$ cat config.mk
export PLATFORM = sky130hd
export DESIGN_NAME = dsp_dma_seq
export DESIGN_NICKNAME = d
export VERILOG_FILES = /design/src/rtl/dsp_dma_pkg.sv /design/src/rtl/dsp_dma_decode.sv /design/src/rtl/dsp_dma_regs.sv /design/src/rtl/dsp_dma_seq.sv
export SDC_FILE = /design/constraint.sdc
export NUM_CORES = 1
export LEC_CHECK = 0
export CAP_MARGIN = 20
export CORE_MARGIN = 2
export CORE_UTILIZATION = 38
export DETAILED_ROUTE_END_ITERATION = 10
export PLACE_DENSITY_LB_ADDON = 0.2
export SYNTH_ARGS = -nofsm -noshare
export SYNTH_HDL_FRONTEND = slang
export SYNTH_HIERARCHICAL = 1
export SYNTH_SLANG_ARGS = --single-unit
$ cat constraint.sdc
create_clock -name clk -period 2.9 [get_ports clk]
set_input_delay 0.87 -clock clk [delete_from_list [all_inputs] [get_ports clk]]
set_output_delay 0.87 -clock clk [all_outputs]
set_load 0.005 [all_outputs]
$ cat src/rtl/dsp_dma_pkg.sv
package dsp_dma_pkg;

  localparam logic [3:0] DMA_OPCODE = 4'b1100;
  localparam int         STEP_W     = 7;

  typedef enum logic [1:0] {
    ST_IDLE,
    ST_CNT,
    ST_XFER,
    ST_END
  } dma_state_e;

  typedef struct packed {
    logic              is_dma;
    logic              indirect;
    logic              dir_out;
    logic              hold;
    logic [2:0]        tgt;
    logic [2:0]        cnt_src;
    logic [7:0]        imm;
    logic [STEP_W-1:0] step;
    logic              step_err;
  } dma_dec_t;

endpackage

$ cat src/rtl/dsp_dma_decode.sv
module dsp_dma_decode
  import dsp_dma_pkg::*;
(
  input  logic [31:0] instr,
  input  logic        narrow_bus,
  output dma_dec_t    dec
);

  logic       short_form;
  logic [2:0] code;

  always_comb begin
    // inbound forms with a RAM count, and inbound hold forms, use the short layout
    short_form   = !instr[12] && (instr[13] || instr[14]);
    code         = short_form ? {2'b00, instr[15]} : instr[17:15];
    dec.is_dma   = (instr[31:28] == DMA_OPCODE);
    dec.indirect = instr[13];
    dec.dir_out  = instr[12];
    dec.hold     = instr[14];
    if (short_form) dec.tgt = instr[10] ? 3'd4 : {1'b0, instr[9:8]};
    else            dec.tgt = {1'b0, instr[9:8]};
    dec.cnt_src  = instr[2:0];
    dec.imm      = instr[7:0];
    dec.step_err = 1'b0;
    if (code == 3'd0) begin
      dec.step = '0;
    end else if (!narrow_bus && code > 3'd1) begin
      dec.step     = STEP_W'(1);
      dec.step_err = 1'b1;
    end else begin
      dec.step = STEP_W'(1) << (code - 3'd1);
    end
  end

endmodule

$ cat src/rtl/dsp_dma_regs.sv
module dsp_dma_regs #(
  parameter int AW = 24,
  parameter int CW = 16,
  parameter int SW = 7
) (
  input  logic          clk,
  input  logic          rst_n,
  input  logic          addr_load,
  input  logic [AW-1:0] addr_value,
  input  logic          snap,
  input  logic          cnt_load,
  input  logic [CW-1:0] cnt_value,
  input  logic          addr_adv,
  input  logic [SW-1:0] step,
  input  logic          cnt_dec,
  input  logic          restore,
  output logic [AW-1:0] addr_q,
  output logic [CW-1:0] cnt_q
);

  logic [AW-1:0] addr_d, base_addr_q, base_addr_d;
  logic [CW-1:0] cnt_d, base_cnt_q, base_cnt_d;

  always_comb begin
    addr_d      = addr_q;
    cnt_d       = cnt_q;
    base_addr_d = base_addr_q;
    base_cnt_d  = base_cnt_q;
    if (addr_load) addr_d = addr_value;
    if (snap)      base_addr_d = addr_q;
    if (cnt_load) begin
      cnt_d      = cnt_value;
      base_cnt_d = cnt_value;
    end
    if (addr_adv) addr_d = addr_q + AW'(step);
    if (cnt_dec)  cnt_d  = cnt_q - CW'(1);
    if (restore) begin
      addr_d = base_addr_q;
      cnt_d  = base_cnt_q;
    end
  end

  always_ff @(posedge clk or negedge rst_n) begin
    if (!rst_n) begin
      addr_q      <= '0;
      cnt_q       <= '0;
      base_addr_q <= '0;
      base_cnt_q  <= '0;
    end else begin
      addr_q      <= addr_d;
      cnt_q       <= cnt_d;
      base_addr_q <= base_addr_d;
      base_cnt_q  <= base_cnt_d;
    end
  end

  // the sequencer never decrements an exhausted count
  assert_no_underflow_R10: assert property (@(posedge clk) disable iff (!rst_n)
    cnt_dec |-> (cnt_q != '0));

endmodule

$ cat src/rtl/dsp_dma_seq.sv
module dsp_dma_seq
  import dsp_dma_pkg::*;
#(
  parameter int AW = 24,
  parameter int CW = 16
) (
  input  logic          clk,
  input  logic          rst_n,
  input  logic          instr_valid,
  input  logic [31:0]   instr,
  input  logic          narrow_bus,
  input  logic          addr_load,
  input  logic [AW-1:0] addr_value,
  input  logic [31:0]   ram_rdata,
  input  logic          ext_ready,
  input  logic [31:0]   ext_rdata,
  input  logic          ext_end,
  input  logic          force_stop,
  output logic          busy,
  output logic          step_err,
  output logic [CW-1:0] words_left,
  output logic [2:0]    ram_sel,
  output logic          ram_we,
  output logic [31:0]   ram_wdata,
  output logic          ram_rd_adv,
  output logic [3:0]    ptr_inc,
  output logic          ext_valid,
  output logic          ext_write,
  output logic [AW-1:0] ext_addr,
  output logic [31:0]   ext_wdata
);

  localparam int HW = 16;

  logic       rst_meta_q, rst_sync_n;
  dma_dec_t   dec, op_q, op_d;
  dma_state_e state_q, state_d;
  logic       narrow_q, narrow_d, half_q, half_d, stop_q, stop_d, err_q, err_d;
  logic       snap, cnt_ld, addr_adv, cnt_dec, restore, stop_now, last_beat, start;
  logic [CW-1:0] cnt_val;

  // reset asserts asynchronously and releases on the clock
  always_ff @(posedge clk or negedge rst_n) begin
    if (!rst_n) {rst_sync_n, rst_meta_q} <= 2'b00;
    else        {rst_sync_n, rst_meta_q} <= {rst_meta_q, 1'b1};
  end

  dsp_dma_decode u_decode (
    .instr      (instr),
    .narrow_bus (narrow_bus),
    .dec        (dec)
  );

  dsp_dma_regs #(.AW(AW), .CW(CW), .SW(STEP_W)) u_regs (
    .clk        (clk),
    .rst_n      (rst_sync_n),
    .addr_load  (addr_load && (state_q == ST_IDLE) && !start),
    .addr_value (addr_value),
    .snap       (snap),
    .cnt_load   (cnt_ld),
    .cnt_value  (cnt_val),
    .addr_adv   (addr_adv),
    .step       (op_q.step),
    .cnt_dec    (cnt_dec),
    .restore    (restore),
    .addr_q     (ext_addr),
    .cnt_q      (words_left)
  );

  assign start     = instr_valid && dec.is_dma;
  assign stop_now  = force_stop || ext_end;
  assign last_beat = !(op_q.dir_out && narrow_q) || half_q;

  always_comb begin
    state_d    = state_q;
    op_d       = op_q;
    narrow_d   = narrow_q;
    half_d     = half_q;
    stop_d     = stop_q;
    err_d      = err_q;
    snap       = 1'b0;
    cnt_ld     = 1'b0;
    cnt_val    = '0;
    addr_adv   = 1'b0;
    cnt_dec    = 1'b0;
    restore    = 1'b0;
    ram_we     = 1'b0;
    ram_rd_adv = 1'b0;
    ptr_inc    = '0;
    ext_valid  = 1'b0;
    ram_sel    = op_q.tgt;
    unique case (state_q)
      ST_IDLE: begin
        if (start) begin
          op_d     = dec;
          narrow_d = narrow_bus;
          err_d    = dec.step_err;
          stop_d   = 1'b0;
          half_d   = 1'b0;
          snap     = 1'b1;
          if (dec.indirect) begin
            state_d = ST_CNT;
          end else begin
            cnt_ld  = 1'b1;
            cnt_val = CW'(dec.imm);
            state_d = (dec.imm == 8'd0) ? ST_END : ST_XFER;
          end
        end
      end
      ST_CNT: begin
        ram_sel = {1'b0, op_q.cnt_src[1:0]};
        ptr_inc[op_q.cnt_src[1:0]] = op_q.cnt_src[2];
        cnt_ld  = 1'b1;
        cnt_val = ram_rdata[CW-1:0];
        state_d = (cnt_val == '0 || stop_q || stop_now) ? ST_END : ST_XFER;
      end
      ST_XFER: begin
        ext_valid = 1'b1;
        stop_d    = stop_q || stop_now;
        if (ext_ready) begin
          addr_adv = 1'b1;
          if (last_beat) begin
            half_d     = 1'b0;
            cnt_dec    = 1'b1;
            ram_we     = !op_q.dir_out;
            ram_rd_adv = op_q.dir_out;
            if (words_left == CW'(1) || stop_q || stop_now) state_d = ST_END;
          end else begin
            half_d = 1'b1;
          end
        end
      end
      ST_END: begin
        restore = op_q.hold;
        state_d = ST_IDLE;
      end
      default: state_d = ST_IDLE;
    endcase
  end

  always_ff @(posedge clk or negedge rst_sync_n) begin
    if (!rst_sync_n) begin
      state_q  <= ST_IDLE;
      op_q     <= '0;
      narrow_q <= 1'b0;
      half_q   <= 1'b0;
      stop_q   <= 1'b0;
      err_q    <= 1'b0;
    end else begin
      state_q  <= state_d;
      op_q     <= op_d;
      narrow_q <= narrow_d;
      half_q   <= half_d;
      stop_q   <= stop_d;
      err_q    <= err_d;
    end
  end

  always_comb begin
    if (!op_q.dir_out)  ext_wdata = '0;
    else if (!narrow_q) ext_wdata = ram_rdata;
    else if (!half_q)   ext_wdata = {{HW{1'b0}}, ram_rdata[31:HW]};
    else                ext_wdata = {{HW{1'b0}}, ram_rdata[HW-1:0]};
  end

  assign ext_write = ext_valid && op_q.dir_out;
  assign ram_wdata = ext_rdata;
  assign busy      = (state_q != ST_IDLE);
  assign step_err  = err_q;

  // nothing but an accepted DMA opcode leaves the idle state
  assert_idle_stays_R1: assert property (@(posedge clk) disable iff (!rst_sync_n)
    (!busy && !start) |=> !busy);
  // acceptance raises the busy flag on the next cycle
  assert_busy_rises_R2: assert property (@(posedge clk) disable iff (!rst_sync_n)
    (!busy && start) |=> busy);
  // no strobes while idle
  assert_quiet_idle_R2: assert property (@(posedge clk) disable iff (!rst_sync_n)
    !busy |-> (!ext_valid && !ram_we && !ram_rd_adv && ptr_inc == 4'd0));
  // zero immediate count closes without any beat
  assert_zero_count_R3: assert property (@(posedge clk) disable iff (!rst_sync_n)
    (!busy && start && !dec.indirect && dec.imm == 8'd0) |=> (busy && !ext_valid) ##1 !busy);
  // at most one pointer strobe at a time
  assert_ptr_onehot_R4: assert property (@(posedge clk) disable iff (!rst_sync_n)
    $onehot0(ptr_inc));
  // the wide bus never steps by more than one
  assert_wide_step_R8: assert property (@(posedge clk) disable iff (!rst_sync_n)
    (ext_valid && ext_ready && !narrow_q) |=> ((ext_addr - $past(ext_addr)) <= AW'(1)));
  // a waiting beat is held with a stable address
  assert_beat_held_R12: assert property (@(posedge clk) disable iff (!rst_sync_n)
    (ext_valid && !ext_ready) |=> (ext_valid && $stable(ext_addr)));

endmodule

==> metrics.txt <==
Final Max Slew Viols=0; H-tree levels=3; FMAX=between 300 and 400 MHz; CP top delay family=buffers and inverters; Setup-failing EPs final=0; Worst path slowest cell=clkdlybuf4s50_1; number of library cell types mapped by synthesis=67; Final Critical Period=approximately 2.9 ns; Skew-Pair Late Insertion Delay=roughly 0.36 ns; Clock Tree Root=clkbuf_16; I/O Pins=between 200 and 250; synth top area cells=dfrtp_1 38%, mux2_2 8.5%, buf_4 5.5%; flops & latches, synth=around 100; total number of vias=about 6,100; Hold Buf Count CTS=0; post-DP HPWL=14,200 µm; final core utilization=52.3%; P_leak=between 3 and 4 nW; ANT cells=0; Post-Syn Area=between 6000 and 7000 µm²; Core ar.=about 17,000 µm²; synthesized net count=871; vias in the first global route=6,101; Crit Path Max Fanout=2; FILL cells=approximately 1,600; Seq/Total Area, Yosys=between 30% and 40%; TritonCTS clock tree=done; Ys Warns=6; CP Data Required Time=between 2 and 2.5 ns; DRT Pass-1 Iters=5; Max clock buf depth=2; kind of critical path=input port to output pin; ys flop type=dfrtp_1; CP arrival=2.00 ns; die height=~140 µm; unrepaired setup endpoints after global routing=no; Wirelength per Cell=between 15 and 20 µm; total gr overflow=0; RD Place Congestion=0.846; Most common cell on crit path=clkdlybuf4s50_1; Startpoint Class=input port; EDFF count, synth=0; post-synthesis average cell area=9.23 µm²; Async SR Flop Fraction=100%; initial DRC count=approximately 410; Max VDD drop=a little under 0.4 mV; Worst-Margin Slew=between 0.9 and 1 ns; largest net degree at the start of global routing=64; P&R area growth vs syn=34.3%; Min-Delay Path Class=flip-flop to flip-flop; final antenna-violating net count=0; Worst R2R Setup Slack=around 0.45 ns; gr usage total=20.8%; site row count=between 40 and 50; post-synthesis xor/xnor area fraction=2.73%; slowest stage delay, CP=~0.5 ns; clk_skew=~0.010 ns; Total Negative Setup Slacks=0 ns; crit path cell chain=clkdlybuf4s50_1 -> and2_1 -> clkdlybuf4s50_1; Die ar.=between 15,000 and 20,000 µm²; DRT Wirelength=around 19,000 µm; die width=about 140 µm; clock sink total=just over 100; total CTS buffers=9; Yosys top cell by area=dfrtp_1; share of cells above drive strength 1=between 10% and 20%; simple-gate portion of the synthesized area=between 10% and 20%; Final nets=a little over 1,000; mux share of post-synthesis cell area=roughly an eighth; Max Cap Viol=0; P per Cell Area=903 nW/µm²; commonest non-fill, non-tap cells in the layout=150 x clkdlybuf4s50_1, 101 x dfrtp_1, 82 x nand2_1; final cycle utilization of the critical path=98.9%; CP Capture Type=output pin; largest family of logic cells by synthesized area=simple AND/OR/NAND/NOR gates; crit path buf inv count=2; post-synthesis compound-gate area fraction=between 10% and 20%; normalized max-slew margin=roughly 36%; outcome=finished clean; Final Hold Viols=0; number of port buffers=169; initial antenna violation count=0; commonest non-fill, non-tap cell in the layout=clkdlybuf4s50_1; vias per cell=5.42; first-pass GRT wire length=30,800 µm; Synth Area in Adders=~2.7%; Initial Util=just under 40%; Worst-path clk slew=around 0.070 ns; Gate Count Post-Synth=roughly 730; Yosys top cell area share=38.3%; DR DRC count=0
[report_power, final]
part	switching (mW)	internal (mW)	total, mW
registers	0.692	2.03	2.72
logic	1.87	2.23	4.10
clock network	0.558	0.781	1.34
total	3.12	5.04	8.16
[through the flow]
step                cells  total power [mW]  cell area, µm²  setup WS [ns]  hold WS, ns
floorplan             729              4.93            6740         0.0421        0.331
global placement     1101              6.70            8720         -0.128        0.340
detailed placement   1101              6.85            8720         -0.187        0.350
CTS                  1117              8.19            9020        0.00146        0.367
global route         1117              8.79            9040        0.00121        0.380
finish               1117              8.16            9040         0.0314        0.367
[synthesized netlist by cell type (5+ instances only)]
cell       number
nor4_1          7
nand2_1        82
and3_1          8
clkbuf_1       23
nor2_1         37
a21oi_1        51
nor2b_1        10
buf_4          49
nand2b_1        9
inv_1          27
and2_1         29
o221ai_1       11
o2111ai_1      10
a22o_1         13
nor3_1         13
xor2_1         18
a31oi_1         6
ha_1           13
o21ai_0        42
o22ai_1         6
a21o_1          5
buf_2           6
o22a_1          5
dfrtp_1       103
mux2_2         51
mux2i_1        22
[cell type report]
type | instances | area (µm²) | area share, %
multi-input cells | 516 | 3560 | 39.4
flip-flops and latches | 103 | 2580 | 28.6
repair buffers | 229 | 2180 | 24.2
well taps | 225 | 282 | 3.11
clock buffers | 11 | 243 | 2.69
inverters | 28 | 108 | 1.19
clock inverters | 5 | 81.3 | 0.900
[sequential cells by signal, summed over array words and instances (netlist names)]
register	cells
state_q	2
u_regs/cnt_q	16
u_regs/addr_q	24
narrow_q	1
stop_q	1
step_err	1
rst_meta_q	1
rst_sync_n	1
op_q	15
u_regs/base_addr_q	24
u_regs/base_cnt_q	16
half_q	1
[worst register-to-register path: cells and delay by family, from the launching register on]
family                     cells  cell delay (ns)
AOI/OAI and AO/OA              4             1.28
adders and majority gates      1             0.39
xor gates and xnor gates       1             0.20
DFF                            1             0.44
[final timing paths]
kind	start	to	cells after the start
worst max-delay path	ram_rdata[19]	ext_wdata[19]	3
worst min-delay path	rst_meta_q	rst_sync_n	0
worst max register to register	u_regs/addr_q[2]	u_regs/addr_q[19]	6
worst min register to register	rst_meta_q	rst_sync_n	0
max in group asynchronous	rst_sync_n	u_regs/cnt_q[7]	1
min in group asynchronous	rst_sync_n	op_q[21]	0
[layer usage]
layer / track usage (%) / routed length, µm
met5: 0 / 0
met4: 6.70 / 404
met3: 4.41 / 852
met2: 34.1 / 9400
met1: 27.4 / 8430
[repair_timing]
item,in CTS,in global routing
resized for setup,18,6
setup endpoints to repair,18,22
setup buffers,0,0
[logic make-up after synthesis]
logic type	after synthesis
simple gates	227
compound gates	179
buf+inv	110
flops	103
mux	74
xor+xnor	21
fa+ha+maj	14
other cells	1
Note: power is estimated with default switching activity, not from simulation.
